--- src/rtl/evt_pkg.sv ---
package evt_pkg;

  localparam int ADDR_W = 2;
  localparam int MODE_W = 8;

  localparam logic [ADDR_W-1:0] ADDR_MODE = 2'd0;
  localparam logic [ADDR_W-1:0] ADDR_CNT  = 2'd1;
  localparam logic [ADDR_W-1:0] ADDR_DIR  = 2'd2;

  localparam logic [1:0] OP_EVENT = 2'b01;

  typedef struct packed {
    logic       spare7;
    logic       free_run;
    logic       rsvd5;
    logic       dir_pin;
    logic       edge_rise;
    logic       pulse_en;
    logic [1:0] op_mode;
  } evt_mode_t;

endpackage

--- src/rtl/evt_rst_sync.sv ---
module evt_rst_sync (
  input  logic clk_i,
  input  logic rst_ni,
  output logic rst_no
);
  logic [1:0] rst_q;

  always_ff @(posedge clk_i or negedge rst_ni) begin
    if (!rst_ni) rst_q <= 2'b00;
    else         rst_q <= {rst_q[0], 1'b1};
  end

  assign rst_no = rst_q[1];
endmodule

--- src/rtl/evt_sync.sv ---
module evt_sync #(
  parameter int W      = 2,
  parameter int STAGES = 2
) (
  input  logic         clk_i,
  input  logic         rst_ni,
  input  logic [W-1:0] async_i,
  output logic [W-1:0] sync_o
);
  logic [STAGES-1:0][W-1:0] stage_q;

  always_ff @(posedge clk_i or negedge rst_ni) begin
    if (!rst_ni) begin
      stage_q <= '0;
    end else begin
      stage_q[0] <= async_i;
      for (int s = 1; s < STAGES; s++) stage_q[s] <= stage_q[s-1];
    end
  end

  assign sync_o = stage_q[STAGES-1];
endmodule

--- src/rtl/evt_count_core.sv ---
module evt_count_core #(
  parameter int CNT_W = 16
) (
  input  logic             clk_i,
  input  logic             rst_ni,
  input  logic             run_i,
  input  logic             evt_i,
  input  logic             rise_sel_i,
  input  logic             up_i,
  input  logic             free_run_i,
  input  logic             load_i,
  input  logic [CNT_W-1:0] load_val_i,
  input  logic [CNT_W-1:0] reload_i,
  output logic [CNT_W-1:0] cnt_o,
  output logic             wrap_o
);
  logic             prev_q;
  logic [CNT_W-1:0] cnt_q, cnt_d;
  logic             hit;
  logic             cnt_en;

  // Edge detection on the synchronized level
  assign hit    = run_i && (rise_sel_i ? (evt_i && !prev_q) : (!evt_i && prev_q));
  assign wrap_o = hit && (up_i ? (cnt_q == '1) : (cnt_q == '0));
  assign cnt_en = hit || load_i;

  always_comb begin
    cnt_d = cnt_q;
    if (load_i) begin
      cnt_d = load_val_i;
    end else if (wrap_o) begin
      if (free_run_i) cnt_d = up_i ? '0 : '1;
      else            cnt_d = reload_i;
    end else if (hit) begin
      cnt_d = up_i ? cnt_q + 1'b1 : cnt_q - 1'b1;
    end
  end

  always_ff @(posedge clk_i or negedge rst_ni) begin
    if (!rst_ni) begin
      prev_q <= 1'b0;
      cnt_q  <= '0;
    end else begin
      prev_q <= evt_i;
      if (cnt_en) cnt_q <= cnt_d;
    end
  end

  assign cnt_o = cnt_q;
endmodule

--- src/rtl/evt_counter_timer.sv ---
module evt_counter_timer
  import evt_pkg::*;
#(
  parameter int CNT_W       = 16,
  parameter int SYNC_STAGES = 2
) (
  input  logic              clk_i,
  input  logic              rst_ni,
  input  logic              wr_en_i,
  input  logic [ADDR_W-1:0] wr_addr_i,
  input  logic [CNT_W-1:0]  wr_data_i,
  input  logic [ADDR_W-1:0] rd_addr_i,
  output logic [CNT_W-1:0]  rd_data_o,
  input  logic              evt_i,
  input  logic              dir_i,
  output logic              pulse_o,
  output logic              pulse_oe_o,
  output logic              irq_o
);
  localparam int PAD_MODE = CNT_W - MODE_W;
  localparam int PAD_FLAG = CNT_W - 1;

  logic             rst_n;
  evt_mode_t        mode_q, mode_d;
  logic [CNT_W-1:0] reload_q, reload_d;
  logic             flag_q, flag_d;
  logic             pulse_q, pulse_d;
  logic             irq_q;
  logic             mode_we, reload_we, flag_we;
  logic [1:0]       pins_sync;
  logic             running, count_up, load_cnt, wrap;
  logic [CNT_W-1:0] cnt_q;

  evt_rst_sync u_rst (.clk_i(clk_i), .rst_ni(rst_ni), .rst_no(rst_n));

  evt_sync #(.W(2), .STAGES(SYNC_STAGES)) u_sync (
    .clk_i(clk_i), .rst_ni(rst_n),
    .async_i({dir_i, evt_i}), .sync_o(pins_sync)
  );

  assign running  = (mode_q.op_mode == OP_EVENT);
  assign count_up = mode_q.dir_pin ? pins_sync[1] : flag_q;
  assign mode_we   = wr_en_i && (wr_addr_i == ADDR_MODE);
  assign reload_we = wr_en_i && (wr_addr_i == ADDR_CNT);
  assign flag_we   = wr_en_i && (wr_addr_i == ADDR_DIR);
  assign load_cnt  = reload_we && !running;

  evt_count_core #(.CNT_W(CNT_W)) u_core (
    .clk_i(clk_i), .rst_ni(rst_n),
    .run_i(running), .evt_i(pins_sync[0]),
    .rise_sel_i(mode_q.edge_rise), .up_i(count_up),
    .free_run_i(mode_q.free_run),
    .load_i(load_cnt), .load_val_i(wr_data_i), .reload_i(reload_q),
    .cnt_o(cnt_q), .wrap_o(wrap)
  );

  // Next-state logic
  always_comb begin
    mode_d   = evt_mode_t'(wr_data_i[MODE_W-1:0]);
    reload_d = wr_data_i;
    flag_d   = wr_data_i[0];
    pulse_d  = pulse_q ^ (wrap && mode_q.pulse_en);
  end

  // State registers
  always_ff @(posedge clk_i or negedge rst_n) begin
    if (!rst_n) begin
      mode_q   <= '0;
      reload_q <= '0;
      flag_q   <= 1'b0;
      pulse_q  <= 1'b0;
      irq_q    <= 1'b0;
    end else begin
      if (mode_we)   mode_q   <= mode_d;
      if (reload_we) reload_q <= reload_d;
      if (flag_we)   flag_q   <= flag_d;
      pulse_q <= pulse_d;
      irq_q   <= wrap;
    end
  end

  always_comb begin
    case (rd_addr_i)
      ADDR_MODE: rd_data_o = {{PAD_MODE{1'b0}}, mode_q};
      ADDR_CNT:  rd_data_o = cnt_q;
      ADDR_DIR:  rd_data_o = {{PAD_FLAG{1'b0}}, flag_q};
      default:   rd_data_o = '0;
    endcase
  end

  assign irq_o      = irq_q;
  assign pulse_oe_o = mode_q.pulse_en;
  assign pulse_o    = pulse_q && mode_q.pulse_en;
endmodule

--- config.mk ---
export PLATFORM = sky130hd
export DESIGN_NAME = evt_counter_timer
export DESIGN_NICKNAME = d
export VERILOG_FILES = /design/src/rtl/evt_pkg.sv /design/src/rtl/evt_rst_sync.sv /design/src/rtl/evt_sync.sv /design/src/rtl/evt_count_core.sv /design/src/rtl/evt_counter_timer.sv
export SDC_FILE = /design/constraint.sdc
export NUM_CORES = 1
export LEC_CHECK = 0
export BUFFER_PORTS_ARGS = -buffer_cell sky130_fd_sc_hd__clkbuf_2
export CORE_UTILIZATION = 25
export DETAILED_ROUTE_END_ITERATION = 8
export GPL_ROUTABILITY_DRIVEN = 0
export PLACE_DENSITY = 0.48
export SYNTH_ARGS = -nofsm -noshare
export SYNTH_HDL_FRONTEND = slang
export SYNTH_SLANG_ARGS = --single-unit
--- constraint.sdc ---
create_clock -name clk_i -period 2 [get_ports clk_i]
set_clock_uncertainty 0.1 [all_clocks]
set_input_delay 0 -clock clk_i [delete_from_list [all_inputs] [get_ports clk_i]]
set_output_delay 0 -clock clk_i [all_outputs]
set_load 0.01 [all_outputs]
==> impl_metrics.csv, run 1 <==
group,metric,value,unit
global_route,grt_antenna_before_repair,0,
status,outcome,"finished with violations",
synthesis,synth_fp_nets,380,
synthesis,synthSimpleGateAreaFrac,15.7,%
synthesis,yosys_warnings,0,
setup_path,end_kind,"register",
pwr,powerDensity,1370,nW/µm²
drt,vias,3149,
setup_path,start_kind,"register",
setup_path,r2r_cells,9,
layout,final_area,4950,µm²
pwr,seq_power_share,23.1,%
synthesis,synth_top_family_by_area,"compound AO/OA/AOI/OAI gates",
placed_design,placed_area,4290,µm²
layout,num_antenna_cells,0,
floorplan,core,12700,µm²
synthesis,synth_fa_ha_area_share,6.76,%
drt,drt-total-wl,10500,µm
clock_tree,cts.clk_slew.worst_paths,0.07,ns
synthesis,yosysMostFrequentCell,"dfrtp_1",
pwr,p_comb_share,64.0,%
drt,avgViaCountPerCell,4.75,
setup_path,r2r_end,"u_core.cnt_o[14]$_DFFE_PN0P_",
pwr,leakagePower,2.26,nW
synthesis,yosysSeqAreaShare,38.4,%
setup_path,rr_startpoint,"mode_q[4]$_DFFE_PN0P_",
global_route,grt_max_degree,22,
synthesis,postSynthAreaPerCell,9.64,µm²
clock_tree,tritoncts,"built",
layout,area_delta_synth_final,52.0,%
drt,drt-wirelength-per-cell,15.9,µm
setup_path,reg2reg_slack,-0.52,ns
timing,finalCriticalPeriod,2.52,ns
timing,fin_ws,-0.523,ns
synthesis,synth_mux_area_share,13.0,%
clock_tree,root_buffer,"clkbuf_16",
clock_tree,clock-sinks,50,
floorplan,pin_count,44,
run,max-cap-violations,0,
synthesis,synth_compound_area_share,18.9,%
setup_path,worstPathRequired,2.08,ns
global_route,overflow,0,
timing,final-setup-viol-count,17,
setup_path,cp.arrival,2.60,ns
timing,final_hold_viol_count,0,
timing,slew_violations,0,
drt,firstDrtPassIters,5,
timing,max_freq,396,MHz
drt,ant_nets,0,
synthesis,yosys.area.top_type,"dfrtp_1",
synthesis,synth_top_area_share,38.4,%
pwr,peakVddDrop,0.539,mV
clock_tree,cts_buffers,5,
layout,drive_above_1_share,42.8,%
pwr,power,0.00678,W
pwr,netSwitchingFraction,40.8,%
floorplan,die_y,116,µm
synthesis,synth_xor_area_share,3.22,%
timing,fin_crit_sh,126,%
layout,final_nets,532,
synthesis,synth_cell_types,53,
drt,drtIter0Drc,111,
floorplan,dieArea,13500,µm²
clock_tree,clockBufferDepth,2,
status,violations,"negative setup slack",
setup_path,crit_end,"u_core.cnt_o[14]$_DFFE_PN0P_",
global_route,grt_pass1_wl,17400,µm
pwr,p_switching,0.00277,W
drt,drc,0,
layout,fillerInstances,1286,
synthesis,yosys-top-cells-area,"dfrtp_1 (38%), mux2_2 (8.3%), ha_1 (6.1%), o21ai_0 (4.6%), mux2i_1 (4.0%)",
hold_path,hold_class,"primary input to register",
synthesis,synthesis.area,3260,µm²
synthesis,netlist_instances,338,
synthesis,ys.flop_type,"dfrtp_1",
pwr,p_int,0.00401,W
synthesis,synth-seq-cells,50,
floorplan,die_x,116,µm
setup_path,crit_start,"mode_q[4]$_DFFE_PN0P_",
clock_tree,clk_latency,0.30,ns
pwr,power.share.clock,12.9,%
global_route,grt_pass1_vias,3230,
setup_path,path_class,"register to register",
placed_design,port_buffers,43,
clock_tree,h-tree-depth,2,
floorplan,start_util,25.7,%
floorplan,fp-row-count,41,
synthesis,synth_top_cells_by_count,"dfrtp_1 (50), o21ai_0 (30), mux2_2 (24)",
placed_design,dp.final_hpwl,7880,µm
global_route,grt_usage,17.1,%
synthesis,synth_edf_count,0,
setup_path,cp_max_fo,6,
synthesis,async_flop_share,100,%
timing,grt_setup_unrepaired,"yes",
power groups by stage:
| stage | combinational, W | clock, W | sequential (W) |
|---|---|---|---|
| global route | 0.00476 | 0.000925 | 0.00160 |
| CTS | 0.00414 | 0.000902 | 0.00156 |
| detailed placement | 0.00366 | 0 | 0.00155 |
| finish | 0.00434 | 0.000878 | 0.00157 |
| floorplan | 0.00202 | 0 | 0.00150 |
| global placement | 0.00364 | 0 | 0.00155 |
per-layer routing:
| metal | part of all wire, % | vias up | track usage [%] |
|---|---|---|---|
| met5 | 0 | - | 0 |
| met4 | 2.4 | 0 | 6.50 |
| met3 | 4.9 | 13 | 2.28 |
| met2 | 45 | 78 | 27.5 |
| met1 | 47 | 1514 | 23.3 |
| li1 | - | 1544 | - |
area by class of cell:
type                    instances  area (µm²)  area share, %
repair buffers                158        1180           23.9
multi-input cells             258        2100           42.3
inverters                      17        63.8           1.29
clock inverters                 3        18.8          0.379
well taps                     172         215           4.34
flip-flops and latches         50        1250           25.3
clock buffers                   5         125           2.53
critical path, cell delays in order, from the launching register on:
cell       delay (ns)
dfrtp_2          0.45
mux2i_4          0.27
buf_12           0.15
ha_2             0.28
nor2b_2          0.17
o2111ai_2        0.26
a21oi_4          0.11
o31ai_2          0.25
xnor2_1          0.11
o221a_1          0.24
repair_timing:
item / 4_1_cts / 5_1_grt
gates cloned: 1 / 0
hold buffers: 22 / 0
buffers inserted: 11 / 1
gates resized for setup: 29 / 14
hold endpoints to repair: 42 / 0
pin swaps: 13 / 5
setup endpoints to repair: 18 / 18
metrics by stage:
step           std cells  TNS (ns)  utilization (%)  setup WS (ns)  hold WS, ns
2_1_floorplan        338     -5.49                -         -0.571       -0.396
5_1_grt              663     -8.16             39.1         -0.587       0.0494
3_3_place_gp         622     -7.88             33.9         -0.639       -0.314
3_5_place_dp         622     -9.35             33.9         -0.750       -0.309
6_report             663     -6.30             39.1         -0.523       0.0177
4_1_cts              663     -6.38             38.6         -0.503       0.0149
layout by cell type, fill, tap and decap left out, types with 3 or more instances in the layout:
cell,synthesis,layout
buf_4,1,87
dfrtp_1,50,48
clkbuf_2,0,43
mux2_2,24,24
dlygate4sd3_1,0,22
o21ai_0,30,20
nand2_1,21,18
a21oi_1,22,17
inv_1,17,16
mux2i_1,13,13
nor2_1,13,13
and3_1,12,12
and2_1,11,11
ha_1,16,10
xnor2_1,9,9
nand3_1,8,8
o21ai_1,0,8
a21o_1,7,7
nor2b_1,6,5
clkbuf_16,0,5
nor4_1,4,4
nand4_1,4,4
nand2_2,1,4
o31ai_1,7,4
a21oi_2,1,4
a31oi_1,5,4
ha_4,0,4
nand3b_1,3,3
nand2b_1,3,3
a221oi_1,3,3
buf_12,0,3
buf_6,1,3
worst min path at each step:
stage / start / endpoint / cells after the start / slack (ns)
2_1_floorplan: rst_ni / u_rst.rst_q[0]$_DFF_PN0_ / 0 / -0.40
3_3_place_gp: rst_ni / u_rst.rst_q[0]$_DFF_PN0_ / 1 / -0.31
3_5_place_dp: rst_ni / u_rst.rst_q[0]$_DFF_PN0_ / 1 / -0.31
4_1_cts: wr_addr_i[0] / flag_q$_DFFE_PN0P_ / 3 / 0.01
5_1_grt: wr_addr_i[0] / flag_q$_DFFE_PN0P_ / 3 / 0.05
6_report: wr_addr_i[0] / flag_q$_DFFE_PN0P_ / 3 / 0.02
state kept, by name, summed over array words and instances (netlist names):
signal / cells
flag_q: 1
irq_o: 1
mode_q: 7
pulse_oe_o: 1
pulse_q: 1
reload_q: 16
u_core.cnt_o: 16
u_core.prev_q: 1
u_rst.rst_q: 2
u_sync.stage_q: 2
u_sync.sync_o: 2
cells by family (layout without fill, tap and decap cells):
family / Yosys count / after routing
xor gates and xnor gates: 12 / 12
buffers and inverters: 31 / 183
muxes: 38 / 39
DFF: 50 / 50
and+or+nand+nor: 93 / 93
other: 1 / 1
AOI/OAI and AO/OA: 96 / 96
adders and majority gates: 17 / 17
Note: power is estimated with default switching activity, not from simulation.
==> run 2, diff against run 1 <==
--- a/config.mk
+++ b/config.mk
@@ -10,6 +10,7 @@
 export DETAILED_ROUTE_END_ITERATION = 8
 export GPL_ROUTABILITY_DRIVEN = 0
 export PLACE_DENSITY = 0.48
+export SETUP_SLACK_MARGIN = 0.2
 export SYNTH_ARGS = -nofsm -noshare
 export SYNTH_HDL_FRONTEND = slang
 export SYNTH_SLANG_ARGS = --single-unit
==> run 2 against run 1 <==
Compared with the run above: the run still ends with negative setup slack left; critical path type unchanged; largest cell class unchanged; via count increased by 1.1%; clock power fell by 0.7%; final cell count grew 0.60%; worst hold slack worse by 0.0036 ns; cell area rose by 3.3%; clock-buffer cell count unchanged; utilization increased by 1.3 points; worst setup slack worse by 0.020 ns.
==> impl_metrics.csv, run 2 (synthesized netlist as in run 1, its figures left out) <==
group,metric,value,unit
timing,fin_crit_sh,127,%
pwr,powerDensity,1390,nW/µm²
clock_tree,clockBufferDepth,2,
floorplan,die_y,116,µm
global_route,grt_usage,17.1,%
clock_tree,root_buffer,"clkbuf_16",
clock_tree,clock-sinks,50,
layout,num_antenna_cells,0,
setup_path,end_kind,"register",
floorplan,fp-row-count,41,
clock_tree,cts.clk_slew.worst_paths,0.07,ns
setup_path,cp_cell_sequence,"mux2i_4 -> buf_12 -> inv_4 -> fa_2 -> nor2b_2 -> o2111ai_2 -> a21oi_4 -> o31ai_2 -> xnor2_1 -> o221a_1",
setup_path,path_delay_family,"compound AO/OA/AOI/OAI gates",
setup_path,cp_max_fo,6,
timing,finalCriticalPeriod,2.54,ns
status,violations,"negative setup slack",
global_route,grt_max_degree,22,
layout,fillerInstances,1257,
placed_design,dp_slack,-0.750,ns
setup_path,crit_path_top_delay_cell,"dfrtp_2",
drt,ant_nets,0,
pwr,leakagePower,2.32,nW
floorplan,core,12700,µm²
timing,grt_setup_unrepaired,"yes",
floorplan,start_util,25.7,%
drt,drtIter0Drc,145,
timing,final_hold_viol_count,0,
setup_path,cp.arrival,2.62,ns
placed_design,port_buffers,43,
status,outcome,"finished with violations",
setup_path,max_stage_delay,0.45,ns
layout,area_delta_synth_final,57.0,%
hold_path,hold_class,"primary input to register",
clock_tree,clk_latency,0.30,ns
setup_path,start_kind,"register",
timing,tns,-6.39,ns
clock_tree,h-tree-depth,2,
placed_design,dp.final_hpwl,7880,µm
drt,drt-total-wl,10900,µm
pwr,peakVddDrop,0.566,mV
layout,utilization,40.4,%
layout,layout_common_cells,"buf_4 (89), dfrtp_1 (48), clkbuf_2 (43), mux2_2 (24), dlygate4sd3_1 (22)",
timing,max_freq,393,MHz
global_route,grt_antenna_before_repair,0,
drt,drc,0,
drt,avgViaCountPerCell,4.77,
global_route,overflow,0,
clock_tree,cts_buffers,5,
global_route,grt_pass1_wl,17300,µm
timing,slew_violations,0,
global_route,grt_pass1_vias,3192,
layout,final_nets,536,
floorplan,pin_count,44,
setup_path,path_buf_inv,2,
drt,firstDrtPassIters,4,
setup_path,worstPathRequired,2.07,ns
clock_tree,tritoncts,"built",
timing,fin_worst_hold_slack,0.0141,ns
drt,drt-wirelength-per-cell,16.4,µm
floorplan,die_x,116,µm
layout,drive_above_1_share,45.3,%
timing,fin_ws,-0.543,ns
floorplan,dieArea,13500,µm²
pwr,power,0.00713,W
run,max-cap-violations,0,
timing,final-setup-viol-count,18,
layout,final_common_cell,"buf_4",
drt,vias,3184,
setup_path,path_class,"register to register",
## run 2: metrics by stage
| stage | instance area (µm²) | instances |
|---|---|---|
| after floorplan | 3280 | 338 |
| after global placement | 4290 | 622 |
| after detailed placement | 4290 | 622 |
| after CTS | 4910 | 662 |
| after global routing | 5120 | 667 |
| final | 5120 | 667 |
## run 2: worst paths after layout
kind,to,depth (start not counted),from,slack (ns)
max in group asynchronous,mode_q[4]$_DFFE_PN0P_,1,u_rst.rst_q[1]$_DFF_PN0_,1.03
hold / removal,flag_q$_DFFE_PN0P_,3,wr_addr_i[0],0.01
hold reg to reg,u_sync.stage_q[0]$_DFF_PN0_,0,u_rst.rst_q[1]$_DFF_PN0_,0.13
setup reg to reg,u_core.cnt_o[14]$_DFFE_PN0P_,10,mode_q[4]$_DFFE_PN0P_,-0.54
setup / recovery,u_core.cnt_o[14]$_DFFE_PN0P_,10,mode_q[4]$_DFFE_PN0P_,-0.54
min in group asynchronous,u_sync.stage_q[0]$_DFF_PN0_,0,u_rst.rst_q[1]$_DFF_PN0_,0.13
## run 2: cell type report
| cell class | instances | area (µm²) | share of cell area (%) |
|---|---|---|---|
| clock buffers | 5 | 125 | 2.44 |
| well taps | 172 | 215 | 4.20 |
| flip-flops and latches | 50 | 1250 | 24.5 |
| inverters | 17 | 66.3 | 1.30 |
| clock inverters | 3 | 18.8 | 0.367 |
| repair buffers | 162 | 1240 | 24.2 |
| multi-input cells | 258 | 2200 | 42.9 |
## run 2: power breakdown
group | internal [W] | leakage [nW] | switching (W)
logic | 0.00247 | 1.64 | 0.00220
registers | 0.00127 | 0.600 | 0.000318
clock network | 0.000465 | 0.0740 | 0.000407
## run 2: worst min-delay path, delay by kind of cell
family,cells,cell delay (ns)
multiplexers,1,0.15
buffers and inverters,1,0.10
AND/OR/NAND/NOR,1,0.12
## run 2: routing by layer
metal	GRT usage, %	up-vias	share of wire (%)
li1	-	1556	-
met1	23.5	1549	48
met2	27.8	67	47
met3	2.08	12	3.8
met4	5.81	0	1.9
met5	0	-	0
## run 2: what timing repair did
action                                 in CTS  in global routing
hold buffers                               22                  0
endpoints found under the hold margin      42                  0
pin swaps                                  18                 11
cloned                                      1                  1
buffers inserted                            9                  4
setup endpoints to repair                  18                 18
gates resized for setup                    34                 27
==> run 3, diff against run 2 <==
--- a/config.mk
+++ b/config.mk
@@ -9,7 +9,7 @@
 export CORE_UTILIZATION = 25
 export DETAILED_ROUTE_END_ITERATION = 8
 export GPL_ROUTABILITY_DRIVEN = 0
-export PLACE_DENSITY = 0.48
+export PLACE_DENSITY = 0.5
 export SETUP_SLACK_MARGIN = 0.2
 export SYNTH_ARGS = -nofsm -noshare
 export SYNTH_HDL_FRONTEND = slang
==> constraint.sdc (replaced) <==
create_clock -name clk_i -period 2.2 [get_ports clk_i]
set_clock_uncertainty 0.1 [all_clocks]
set_input_delay 0 -clock clk_i [delete_from_list [all_inputs] [get_ports clk_i]]
set_output_delay 0 -clock clk_i [all_outputs]
set_load 0.01 [all_outputs]
==> run 3 against run 2 <==
Compared with the run above: the flow still finishes with violations (negative setup slack); wire length is 1.1% lower; clock power is 4.4% lower; maximum frequency is 3.1% higher; non-clock buffer count down 15; utilization is 0.76 points lower; worst hold slack gained 0.10 ns; worst setup slack better by 0.28 ns; global-route usage decreased by 0.32 points; total power shrank 12%; sequential share of layout area increased by 0.44 points; sequential cell count unchanged; register-to-register slack better by 0.28 ns; largest cell class unchanged.
==> impl_metrics.csv, run 3 (synthesized netlist as in run 1, its figures left out) <==
group,metric,value,unit
timing,fin_ws,-0.265,ns
pwr,seq_power_share,23.0,%
drt,vias,3173,
setup_path,path_delay_family,"compound AO/OA/AOI/OAI gates",
global_route,overflow,0,
pwr,peakVddDrop,0.455,mV
timing,slew_violations,0,
placed_design,dp.cells,605,
layout,area_delta_synth_final,54.1,%
timing,finalCriticalPeriod,2.47,ns
pwr,powerDensity,1260,nW/µm²
floorplan,die_x,116,µm
floorplan,start_util,25.7,%
layout,layout_common_cells,"buf_4 (65), dfrtp_1 (49), clkbuf_2 (43), mux2_2 (24), dlygate4sd3_1 (23)",
clock_tree,clk_latency,0.30,ns
setup_path,cp.arrival,2.56,ns
pwr,power,0.00631,W
placed_design,port_buffers,43,
hold_path,hold_class,"register to asynchronous set/reset pin",
clock_tree,tritoncts,"built",
setup_path,crit_path_top_delay_cell,"dfrtp_1",
timing,final-setup-viol-count,16,
layout,final_nets,520,
run,max-cap-violations,0,
drt,drt-wirelength-per-cell,16.6,µm
global_route,grt_pass1_wl,17000,µm
pwr,netSwitchingFraction,41.9,%
drt,drc,0,
timing,grt_setup_unrepaired,"yes",
layout,final_common_cell,"buf_4",
drt,drtIter0Drc,169,
setup_path,path_class,"register to register",
layout,num_antenna_cells,0,
global_route,grt_pass1_vias,3107,
pwr,p_switching,0.00264,W
floorplan,dieArea,13500,µm²
drt,wl_met3,431,µm
drt,routed.top_layer,"met4",
clock_tree,cts.clk_slew.worst_paths,0.08,ns
clock_tree,h-tree-depth,2,
setup_path,cp_cell_sequence,"mux2i_4 -> buf_6 -> inv_4 -> fa_2 -> nor2b_4 -> o2111ai_4 -> a21oi_4 -> o31ai_2 -> xnor2_1 -> o221a_1",
floorplan,core,12700,µm²
drt,ant_nets,0,
placed_design,dp_slack,-0.500,ns
drt,drt-total-wl,10800,µm
timing,max_freq,406,MHz
setup_path,end_kind,"register",
drt,wl_met2,5030,µm
setup_path,start_kind,"register",
floorplan,fp-row-count,41,
setup_path,max_stage_delay,0.41,ns
timing,fin_worst_hold_slack,0.114,ns
clock_tree,cts_buffers,5,
clock_tree,clockBufferDepth,2,
setup_path,worstPathRequired,2.30,ns
drt,drt-met1-wl,5150,µm
clock_tree,clock-sinks,50,
setup_path,path_buf_inv,2,
drt,avgViaCountPerCell,4.87,
global_route,grt_usage,16.8,%
status,outcome,"finished with violations",
setup_path,cp_max_fo,4,
pwr,p_comb_share,63.8,%
pwr,p_int,0.00366,W
status,violations,"negative setup slack",
pwr,leakagePower,2.25,nW
layout,finalNonFillerCells,651,
clock_tree,root_buffer,"clkbuf_16",
floorplan,pin_count,44,
timing,fin_crit_sh,112,%
pwr,power.share.clock,13.2,%
timing,final_hold_viol_count,0,
layout,drive_above_1_share,42.4,%
placed_design,dp.final_hpwl,7750,µm
drt,firstDrtPassIters,5,
floorplan,die_y,116,µm
global_route,grt_max_degree,29,
global_route,grt_antenna_before_repair,0,
run 3: changes by cell type in the layout (fill, tap and decap cells not counted), moves of 3 or more:
cell / previous run / this run
buf_4: 89 / 65
xnor2_2: 3 / 0
buf_6: 2 / 11
ha_4: 9 / 6
xnor2_1: 6 / 9
run 3: stage by stage:
step                utilization, %  cell area, µm²  setup TNS, ns
finish                        39.6            5020          -2.35
global route                  39.6            5020          -4.18
CTS                           38.6            4890          -2.21
detailed placement            33.0            4180          -5.44
global placement              33.0            4180          -4.26
floorplan                        -            3280          -2.63
run 3: worst reg2reg max path: cells and delay by family (launching register included):
kind	cells	cell delay (ns)
AOI/OAI and AO/OA	4	0.71
buffers and inverters	2	0.19
and+or+nand+nor	1	0.16
muxes	1	0.29
DFF	1	0.41
adders and majority gates	1	0.36
xor gates and xnor gates	1	0.14
run 3: area by class of cell:
type	instances	area (µm²)
flip-flops and latches	50	1250
clock buffers	5	125
fillers	1265	7650
inverters	17	66.3
clock inverters	3	28.8
repair buffers	147	1160
multi-input cells	257	2170
well taps	172	215
run 3: per-layer routing:
metal  GRT usage [%]  vias up
met5               0        -
met4            5.21        0
met3            2.28       12
met2            26.1       86
met1            24.0     1558
li1                -     1517
run 3: power groups by stage:
stage / Sequential (W) / Combinational (W) / Clock, W
after floorplan: 0.00136 / 0.00183 / 0
after global placement: 0.00142 / 0.00316 / 0
after detailed placement: 0.00143 / 0.00318 / 0
after CTS: 0.00143 / 0.00371 / 0.000852
after global routing: 0.00148 / 0.00436 / 0.000882
final: 0.00145 / 0.00402 / 0.000834
run 3: final timing paths:
| check | from | endpoint | slack, ns | depth (start not counted) |
|---|---|---|---|---|
| max in group asynchronous | u_rst.rst_q[1]$_DFF_PN0_ | reload_q[15]$_DFFE_PN0P_ | 1.27 | 1 |
| setup reg to reg | mode_q[4]$_DFFE_PN0P_ | u_core.cnt_o[14]$_DFFE_PN0P_ | -0.27 | 10 |
| setup / recovery | mode_q[4]$_DFFE_PN0P_ | u_core.cnt_o[14]$_DFFE_PN0P_ | -0.27 | 10 |
| hold reg to reg | u_rst.rst_q[1]$_DFF_PN0_ | mode_q[3]$_DFFE_PN0P_ | 0.11 | 0 |
| min in group clk_i | dir_i | u_sync.stage_q[1]$_DFF_PN0_ | 0.24 | 2 |
| hold / removal | u_rst.rst_q[1]$_DFF_PN0_ | mode_q[3]$_DFFE_PN0P_ | 0.11 | 0 |
run 3: what timing repair did:
item | CTS | global route
hold endpoints to repair | 44 | 0
setup buffers | 12 | 2
pin swaps | 25 | 20
gates cloned | 1 | 0
hold buffers | 23 | 0
resized for setup | 52 | 20
endpoints found under the setup margin | 18 | 18
